## config.mk

```make
export PLATFORM = sky130hd
export DESIGN_NAME = lpin_deliver
export DESIGN_NICKNAME = d
export VERILOG_FILES = /design/src/rtl/lpin_pkg.sv /design/src/rtl/lpin_sync.sv /design/src/rtl/lpin_table.sv /design/src/rtl/lpin_arbiter.sv /design/src/rtl/lpin_deliver.sv
export SDC_FILE = /design/constraint.sdc
export NUM_CORES = 1
export LEC_CHECK = 0
export ABC_CLOCK_PERIOD_IN_PS = 3700
export BUFFER_PORTS_ARGS = -buffer_cell sky130_fd_sc_hd__buf_4
export CAP_MARGIN = 40
export CELL_PAD_IN_SITES_DETAIL_PLACEMENT = 0
export CELL_PAD_IN_SITES_GLOBAL_PLACEMENT = 1
export CORE_MARGIN = 1
export CORE_UTILIZATION = 49
export CTS_BUF_LIST = sky130_fd_sc_hd__clkbuf_4
export CTS_CLUSTER_DIAMETER = 120
export DETAILED_ROUTE_END_ITERATION = 10
export PLACE_DENSITY = 0.92
export SYNTH_ARGS = -nofsm -noshare
export SYNTH_HDL_FRONTEND = slang
export SYNTH_HIERARCHICAL = 1
export SYNTH_SLANG_ARGS = --single-unit
```

## constraint.sdc

```tcl
create_clock -name clk -period 3.7 [get_ports clk]
set_input_delay 0.37 -clock clk [delete_from_list [all_inputs] [get_ports clk]]
set_output_delay 0.37 -clock clk [all_outputs]
set_load 0.01 [all_outputs]
```

## src/rtl/lpin_pkg.sv

```systemverilog
// Shared types for the local interrupt pin delivery controller.
// Assumes a vector is 8 bits wide and an entry packs mask, mode and vector.
package lpin_pkg;
    parameter int VEC_W = 8;

    // Delivery mode field of a vector table entry
    typedef enum logic [1:0] {
        DLV_FIXED  = 2'b00,
        DLV_EXTACK = 2'b01,
        DLV_NMI    = 2'b10,
        DLV_NONE   = 2'b11
    } dlv_mode_e;

    // One vector table entry: bit 10 mask, bits 9:8 mode, bits 7:0 vector
    typedef struct packed {
        logic             masked;
        dlv_mode_e        mode;
        logic [VEC_W-1:0] vec;
    } lvt_entry_t;

    // Resolved request kind of a pin after mode and mask are applied
    typedef enum logic [1:0] {
        KIND_NONE  = 2'b00,
        KIND_FIXED = 2'b01,
        KIND_EXT   = 2'b10,
        KIND_NMI   = 2'b11
    } req_kind_e;
endpackage

```

## src/rtl/lpin_sync.sv

```systemverilog
// Per-pin synchroniser and rising-edge detector.
// Assumes pins are asynchronous levels; STAGES >= 2 flops guard metastability,
// one extra flop holds the previous synchronised level.
module lpin_sync #(
    parameter int NUM_PINS = 2,
    parameter int STAGES   = 2
) (
    input  logic                clk,
    input  logic                rst_n,
    input  logic [NUM_PINS-1:0] pin_i,
    output logic [NUM_PINS-1:0] rise_o
);
    for (genvar g = 0; g < NUM_PINS; g++) begin : g_pin
        logic [STAGES:0] shreg_q;

        // Shift the raw pin level through the synchroniser chain
        always_ff @(posedge clk) begin
            if (!rst_n) shreg_q <= '0;
            else        shreg_q <= {shreg_q[STAGES-1:0], pin_i[g]};
        end

        assign rise_o[g] = shreg_q[STAGES-1] & ~shreg_q[STAGES];

        // An edge pulse lasts exactly one cycle
        assert_rise_single_R1: assert property (@(posedge clk) disable iff (!rst_n)
            rise_o[g] |=> !rise_o[g])
            else $error("edge pulse longer than one cycle");
    end
endmodule

```

## src/rtl/lpin_table.sv

```systemverilog
// Vector table entries, global enable, and per-pin request classification.
// Assumes address NUM_PINS selects the global enable and higher addresses
// are unmapped; the legacy mapping covers pins 0 and 1 only.
module lpin_table
    import lpin_pkg::*;
#(
    parameter int NUM_PINS = 2,
    parameter int ADDR_W   = 2,
    parameter int ENTRY_W  = 11
) (
    input  logic                            clk,
    input  logic                            rst_n,
    input  logic                            we_i,
    input  logic [ADDR_W-1:0]               addr_i,
    input  logic [ENTRY_W-1:0]              wdata_i,
    output req_kind_e [NUM_PINS-1:0]        kind_o,
    output logic [NUM_PINS-1:0][VEC_W-1:0]  vec_o,
    output logic                            glob_en_o
);
    localparam logic [ADDR_W-1:0] CTRL_ADDR = ADDR_W'(NUM_PINS);

    logic glob_en_q;

    // Global mode register, reset to legacy mode
    always_ff @(posedge clk) begin
        if (!rst_n)                              glob_en_q <= 1'b0;
        else if (we_i && addr_i == CTRL_ADDR)    glob_en_q <= wdata_i[0];
    end

    assign glob_en_o = glob_en_q;

    for (genvar g = 0; g < NUM_PINS; g++) begin : g_ent
        lvt_entry_t ent_q;
        req_kind_e  kind_g;

        // Entry register for this pin
        always_ff @(posedge clk) begin
            if (!rst_n)                                ent_q <= '0;
            else if (we_i && addr_i == ADDR_W'(g))     ent_q <= lvt_entry_t'(wdata_i);
        end

        // Map mode, mask and global enable to a request kind
        always_comb begin
            kind_g = KIND_NONE;
            if (!ent_q.masked) begin
                if (!glob_en_q) begin
                    if (g == 0)      kind_g = KIND_EXT;
                    else if (g == 1) kind_g = KIND_NMI;
                    else             kind_g = KIND_NONE;
                end else begin
                    unique case (ent_q.mode)
                        DLV_FIXED:  kind_g = KIND_FIXED;
                        DLV_EXTACK: kind_g = KIND_EXT;
                        DLV_NMI:    kind_g = KIND_NMI;
                        default:    kind_g = KIND_NONE;
                    endcase
                end
            end
        end

        assign kind_o[g] = kind_g;
        assign vec_o[g]  = ent_q.vec;
    end

    // Writes beyond the map leave the mode untouched
    assert_unmapped_write_R11: assert property (@(posedge clk) disable iff (!rst_n)
        (we_i && addr_i > CTRL_ADDR) |=> $stable(glob_en_q))
        else $error("unmapped write changed global enable");
endmodule

```

## src/rtl/lpin_arbiter.sv

```systemverilog
// Pending-request latches, delivery arbitration, interrupt flag and halt model.
// Assumes request kinds are already resolved; NMI outranks maskable requests,
// lower pin index outranks higher among maskable ones.
module lpin_arbiter
    import lpin_pkg::*;
#(
    parameter int NUM_PINS = 2
) (
    input  logic                           clk,
    input  logic                           rst_n,
    input  logic [NUM_PINS-1:0]            rise_i,
    input  req_kind_e [NUM_PINS-1:0]       kind_i,
    input  logic [NUM_PINS-1:0][VEC_W-1:0] vec_i,
    input  logic                           if_set_i,
    input  logic                           if_clr_i,
    input  logic                           halt_i,
    input  logic                           ack_valid_i,
    input  logic [VEC_W-1:0]               ack_vec_i,
    output logic                           nmi_o,
    output logic                           vec_valid_o,
    output logic [VEC_W-1:0]               vec_o,
    output logic                           ack_req_o,
    output logic                           wake_o,
    output logic                           halted_o,
    output logic                           if_o
);
    localparam int SEL_W = (NUM_PINS > 1) ? $clog2(NUM_PINS) : 1;

    logic                nmi_pend_q, nmi_q, busy_q, vv_q, wake_q, halted_q, if_q;
    logic [VEC_W-1:0]    vec_q;
    logic [NUM_PINS-1:0] mpend_q, mext_q;
    logic [VEC_W-1:0]    mvec_q [NUM_PINS];

    logic             nmi_edge, any_pend, grant, ack_start, ack_done, fix_fire, deliver;
    logic [SEL_W-1:0] sel;

    // Any pin in NMI kind showing a rising edge
    always_comb begin
        nmi_edge = 1'b0;
        for (int i = 0; i < NUM_PINS; i++)
            if (rise_i[i] && kind_i[i] == KIND_NMI) nmi_edge = 1'b1;
    end

    // Lowest-index pending maskable request
    always_comb begin
        sel      = '0;
        any_pend = 1'b0;
        for (int i = NUM_PINS - 1; i >= 0; i--) begin
            if (mpend_q[i]) begin
                sel      = SEL_W'(i);
                any_pend = 1'b1;
            end
        end
    end

    assign grant     = any_pend && !nmi_pend_q && if_q && !busy_q;
    assign ack_start = grant && mext_q[sel];
    assign fix_fire  = grant && !mext_q[sel];
    assign ack_done  = busy_q && ack_valid_i;
    assign deliver   = nmi_pend_q || fix_fire || ack_done || ack_start;

    // NMI pending flag and pulse, with merging of close edges
    always_ff @(posedge clk) begin
        if (!rst_n) begin
            nmi_pend_q <= 1'b0;
            nmi_q      <= 1'b0;
        end else begin
            nmi_q      <= nmi_pend_q;
            nmi_pend_q <= nmi_edge && !nmi_pend_q && !nmi_q;
        end
    end

    // Per-pin maskable request latches
    always_ff @(posedge clk) begin
        if (!rst_n) begin
            mpend_q <= '0;
            mext_q  <= '0;
            for (int i = 0; i < NUM_PINS; i++) mvec_q[i] <= '0;
        end else begin
            for (int i = 0; i < NUM_PINS; i++) begin
                if (grant && sel == SEL_W'(i)) mpend_q[i] <= 1'b0;
                if (rise_i[i] && !mpend_q[i] &&
                    (kind_i[i] == KIND_FIXED || kind_i[i] == KIND_EXT)) begin
                    mpend_q[i] <= 1'b1;
                    mext_q[i]  <= (kind_i[i] == KIND_EXT);
                    mvec_q[i]  <= vec_i[i];
                end
            end
        end
    end

    // External acknowledge handshake state
    always_ff @(posedge clk) begin
        if (!rst_n)         busy_q <= 1'b0;
        else if (ack_done)  busy_q <= 1'b0;
        else if (ack_start) busy_q <= 1'b1;
    end

    // Vector delivery pulse and value
    always_ff @(posedge clk) begin
        if (!rst_n) begin
            vv_q  <= 1'b0;
            vec_q <= '0;
        end else begin
            vv_q <= ack_done || fix_fire;
            if (ack_done)      vec_q <= ack_vec_i;
            else if (fix_fire) vec_q <= mvec_q[sel];
        end
    end

    // Halted state and wake pulse
    always_ff @(posedge clk) begin
        if (!rst_n) begin
            halted_q <= 1'b0;
            wake_q   <= 1'b0;
        end else begin
            wake_q   <= halted_q && deliver;
            halted_q <= deliver ? 1'b0 : (halted_q || halt_i);
        end
    end

    // Interrupt-enable flag, clear has priority
    always_ff @(posedge clk) begin
        if (!rst_n)        if_q <= 1'b0;
        else if (if_clr_i) if_q <= 1'b0;
        else if (if_set_i) if_q <= 1'b1;
    end

    assign nmi_o       = nmi_q;
    assign vec_valid_o = vv_q;
    assign vec_o       = vec_q;
    assign ack_req_o   = busy_q;
    assign wake_o      = wake_q;
    assign halted_o    = halted_q;
    assign if_o        = if_q;

    assert_nmi_pulse_R9: assert property (@(posedge clk) disable iff (!rst_n)
        nmi_o |=> !nmi_o)
        else $error("NMI pulse not merged");

    assert_wake_cause_R6: assert property (@(posedge clk) disable iff (!rst_n)
        wake_o |-> (nmi_o || vec_valid_o || $rose(ack_req_o)))
        else $error("wake without delivery");

    assert_fixed_needs_flag_R5: assert property (@(posedge clk) disable iff (!rst_n)
        (vec_valid_o && !$past(busy_q)) |-> $past(if_q))
        else $error("maskable delivered with flag clear");

    assert_fixed_not_with_nmi_R8: assert property (@(posedge clk) disable iff (!rst_n)
        (vec_valid_o && !$past(busy_q)) |-> !nmi_o)
        else $error("fixed vector beside NMI pulse");

    assert_ack_after_nmi_R8: assert property (@(posedge clk) disable iff (!rst_n)
        $rose(ack_req_o) |-> (!$past(nmi_pend_q) && $past(if_q)))
        else $error("acknowledge started ahead of NMI or with flag clear");
endmodule

```

## src/rtl/lpin_deliver.sv

```systemverilog
// Top of the local interrupt pin delivery controller.
// Assumes pins are asynchronous levels and the core model is driven
// synchronously; composes synchroniser, table and arbiter.
module lpin_deliver
    import lpin_pkg::*;
#(
    parameter  int NUM_PINS    = 2,
    parameter  int SYNC_STAGES = 2,
    localparam int ADDR_W      = $clog2(NUM_PINS + 1),
    localparam int ENTRY_W     = $bits(lvt_entry_t)
) (
    input  logic                clk,
    input  logic                rst_n,
    input  logic [NUM_PINS-1:0] pin_i,
    input  logic                cfg_we_i,
    input  logic [ADDR_W-1:0]   cfg_addr_i,
    input  logic [ENTRY_W-1:0]  cfg_wdata_i,
    input  logic                if_set_i,
    input  logic                if_clr_i,
    input  logic                halt_i,
    input  logic                ack_valid_i,
    input  logic [VEC_W-1:0]    ack_vec_i,
    output logic                nmi_o,
    output logic                vec_valid_o,
    output logic [VEC_W-1:0]    vec_o,
    output logic                ack_req_o,
    output logic                wake_o,
    output logic                halted_o,
    output logic                if_o
);
    logic [NUM_PINS-1:0]            rise;
    req_kind_e [NUM_PINS-1:0]       kind;
    logic [NUM_PINS-1:0][VEC_W-1:0] ent_vec;
    logic                           glob_en;

    lpin_sync #(.NUM_PINS(NUM_PINS), .STAGES(SYNC_STAGES)) i_sync (
        .clk    (clk),
        .rst_n  (rst_n),
        .pin_i  (pin_i),
        .rise_o (rise)
    );

    lpin_table #(.NUM_PINS(NUM_PINS), .ADDR_W(ADDR_W), .ENTRY_W(ENTRY_W)) i_table (
        .clk       (clk),
        .rst_n     (rst_n),
        .we_i      (cfg_we_i),
        .addr_i    (cfg_addr_i),
        .wdata_i   (cfg_wdata_i),
        .kind_o    (kind),
        .vec_o     (ent_vec),
        .glob_en_o (glob_en)
    );

    lpin_arbiter #(.NUM_PINS(NUM_PINS)) i_arb (
        .clk         (clk),
        .rst_n       (rst_n),
        .rise_i      (rise),
        .kind_i      (kind),
        .vec_i       (ent_vec),
        .if_set_i    (if_set_i),
        .if_clr_i    (if_clr_i),
        .halt_i      (halt_i),
        .ack_valid_i (ack_valid_i),
        .ack_vec_i   (ack_vec_i),
        .nmi_o       (nmi_o),
        .vec_valid_o (vec_valid_o),
        .vec_o       (vec_o),
        .ack_req_o   (ack_req_o),
        .wake_o      (wake_o),
        .halted_o    (halted_o),
        .if_o        (if_o)
    );

    // Legacy mode (enable clear) holds right after reset
    assert_legacy_after_reset_R10: assert property (@(posedge clk)
        !rst_n |=> !glob_en)
        else $error("global enable not cleared by reset");
endmodule

```

==> results.sh <==
export IMPL_grt_use_met1=0.2092
export IMPL_hold_viol=0
export IMPL_p_comb_frac=0.075
export IMPL_synthToLayoutAreaGrowth_pct=12.97
export IMPL_max_freq_mhz=390.9
export IMPL_die_h_microns=77.95
export IMPL_drt_iter0_drc=51
export IMPL_tns_ps=0
export IMPL_htree_levels=3
export IMPL_synth_ff_type="dfxtp_1"
export IMPL_fillers=514
export IMPL_period_minus_slack_ps=2558
export IMPL_antenna_found_initial=0
export IMPL_synth_adder_area_share=0.02656
export IMPL_wire_per_inst_microns=12.70
export IMPL_firstDrtPassIters=4
export IMPL_yosys_area_share_simple=0.2143
export IMPL_ios=44
export IMPL_worst_path_most_repeated_cell="nor2_1"
export IMPL_worstSkewPairLatency_ps=410
export IMPL_top_usage_layer="met2"
export IMPL_drc=0
export IMPL_cts_root_buf="clkbuf_4"
export IMPL_fin_skew_ps=17.63
export IMPL_cpLargestDelayFamily="simple AND/OR/NAND/NOR gates"
export IMPL_cts_buffers=9
export IMPL_cts_resized=0
export IMPL_ys_seq_elements=64
export IMPL_synth_edff_count=16
export IMPL_clkSinkCount=64
export IMPL_num_rows=27
export IMPL_grt_max_degree=50
export IMPL_port_buffers=43
export IMPL_crit_path_start_kind="flop"
export IMPL_irDropWorstVdd_uv=167.3
export IMPL_ant_nets=0
export IMPL_path_buf_inv=2
export IMPL_yosys_top_cells_area="dfxtp_1 34%, edfxtp_1 17%, mux2i_1 8.9%"
export IMPL_synth_distinct_cells=36
export IMPL_cts_tree="built"
export IMPL_first_global_vias=1751
export IMPL_start_util=0.5102
export IMPL_drive_gt1_frac=0.2475
export IMPL_tightest_slew_ps=788.1
export IMPL_vias=1843
export IMPL_clockBufferDepth=2
export IMPL_final_cell_mix="48 x dfxtp_1, 43 x buf_4, 34 x nand2_1"
export IMPL_async_flop_share=0
export IMPL_die_w_microns=77.95
export IMPL_grt_overflow=0
export IMPL_finalWirelength_mm=4.662
export IMPL_gr_usage_met3=0.06824
export IMPL_yosys_area_top_type="dfxtp_1"
export IMPL_setup_viol=0
export IMPL_use_met2=0.2496
export IMPL_path_max_fanout=16
export IMPL_cp_data_required_time_ps=3970
export IMPL_criticalPathCategory="reg2reg"
export IMPL_hpwlAfterDp_mm=3.277
export IMPL_grt_pass1_wl_mm=7.831
export IMPL_syn_avg_cell_area_sq_um=10.79
export IMPL_synth_cells=262
export IMPL_p_clk_frac=0.347
export IMPL_nets=326
export IMPL_yosysWarnings=6
export IMPL_post_route_period_util=0.6914
export IMPL_synth_compound_area_frac=0.07348
export IMPL_regArea_sq_um=1441
export IMPL_status="completed"
export IMPL_timing_hold_ws_ps=128.7
export IMPL_avgViaCountPerCell=5.022
export IMPL_critPathArrivalTime_ps=2830
export IMPL_antenna_cells=0
export IMPL_gp_congestion=0.6987
export IMPL_cp_slowest_cell="nor2_1"
export IMPL_p_int_mw=1.005
export IMPL_crit_path_cell_trace="inv_1, ha_1, nor2_1, nor3b_1, inv_1, ha_1, nor3b_1, nor2_1, nor2_1, and2_1"
export IMPL_yosysSeqAreaShare=0.5100
export IMPL_power_frac_seq=0.579
export IMPL_cp_slowest_stage_delay_ps=490
export IMPL_synth_area_sq_um=2826
export IMPL_crit_path_end_kind="flop"
export IMPL_switchingPower_uw=295.9
export IMPL_slew_headroom=0.4730
export IMPL_p_total_mw=1.301
export IMPL_cts_hold_buffers=0
export IMPL_rsz0062_at_grt="false"
export IMPL_yosysTopAreaCellShare=0.3400
export IMPL_synth_nets=298
export IMPL_multi_input_area_sq_um=1170
export IMPL_hold_class="in2reg"
export IMPL_drv_cap=0
export IMPL_core_area_sq_um=5540
export IMPL_synth_top_family_by_area="simple AND/OR/NAND/NOR gates"
export IMPL_synth_mux_area_frac=0.09650
export IMPL_layout_commonest_cell="dfxtp_1"
export IMPL_swShare=0.2275
export IMPL_slew_violations=0
export IMPL_track_usage=0.1714
export IMPL_path_clk_slew_ps=100
export IMPL_power_density_nw_per_um2=407.4
export IMPL_synth_xor_area_frac=0.003099
export IMPL_rrSetupSlack_ps=1140
export IMPL_p_leak_nw=1.334
export IMPL_die_area_sq_um=6076
export IMPL_cts_setup_buffers=0
==> registers in the layout, indices dropped and copies added (netlist names), 2 cells and up <==
register and cells:
i_arb/mvec_q 16, i_arb/vec_o 8, i_sync/g_pin.shreg_q 6, i_table/vec_o 16
i_arb/mext_q 2, i_arb/mpend_q 2, i_table/g_ent.ent_q 6
==> routing by layer <==
| layer | wire [microns] | part of all wire |
|---|---|---|
| met5 | 0 | 0 |
| met4 | 127 | 0.027 |
| met3 | 231 | 0.050 |
| met2 | 2010 | 0.43 |
| met1 | 2293 | 0.49 |
==> worst paths after layout <==
kind,startpoint,end,cells past startpoint
max reg2reg,i_table/g_ent[0].ent_q[8]$_SDFFE_PN0P_,i_arb/mvec_q[1][7]$_SDFFCE_PN0P_,10
max,i_table/g_ent[0].ent_q[8]$_SDFFE_PN0P_,i_arb/mvec_q[1][7]$_SDFFCE_PN0P_,10
min reg2reg,i_arb/nmi_o$_SDFF_PN0_,i_arb/nmi_pend_q$_SDFF_PN0_,1
min,if_clr_i,i_arb/if_o$_SDFFE_PP0P_,2
==> through the flow <==
| step | instances | utilization | worst slack (ps) | cell area [sq um] |
|---|---|---|---|---|
| after global placement | 350 | 0.5506 | 1222 | 3050 |
| final | 367 | 0.5763 | 1142 | 3193 |
| after global routing | 367 | 0.5763 | 769.8 | 3193 |
| after CTS | 367 | 0.5763 | 1125 | 3193 |
| after floorplan | 262 | - | 1519 | 2826 |
| after detailed placement | 351 | 0.5526 | 1172 | 3062 |
==> cell families (layout without fill, tap and decap cells) <==
| logic type | after synthesis | in the layout |
|---|---|---|
| flops | 64 | 64 |
| simple gates | 105 | 105 |
| fa+ha+maj | 6 | 6 |
| xor+xnor | 1 | 1 |
| mux | 26 | 26 |
| compound gates | 26 | 26 |
| buf+inv | 34 | 67 |
==> layout make-up <==
class,count,share of cell area
flip-flops and latches,64,0.4514
multi-input cells,164,0.3664
repair buffers,44,0.1046
well taps,72,0.02821
clock buffers,11,0.02586
clock inverters,5,0.01528
inverters,7,0.008229
==> Yosys cell counts (2+ instances only) <==
library cell,number
a21oi_1,13
a221o_1,2
a221o_2,6
and2_1,24
buf_2,4
buf_4,17
buf_6,2
clkbuf_2,3
dfxtp_1,48
edfxtp_1,16
ha_1,6
inv_1,7
mux2i_1,25
nand2_1,34
nand2b_1,4
nand3b_1,18
nor2_1,10
nor2b_1,2
nor3_1,2
nor3b_1,3
==> worst register-to-register path: stages, from the launching register on <==
cell	delay (ps)
dfxtp_1	320
inv_1	70
ha_1	150
nor2_1	40
nor3b_1	250
inv_1	80
ha_1	290
nor3b_1	430
nor2_1	100
nor2_1	490
and2_1	230
==> power groups by stage <==
stage	sequential [mW]	combinational [mW]	clock, mW
after floorplan	0.766	0.0658	0
after global placement	0.768	0.0950	0
after detailed placement	0.769	0.0975	0
after CTS	0.753	0.0979	0.466
after global routing	0.756	0.108	0.496
final	0.753	0.0973	0.451
Note: power is estimated with default switching activity, not from simulation.
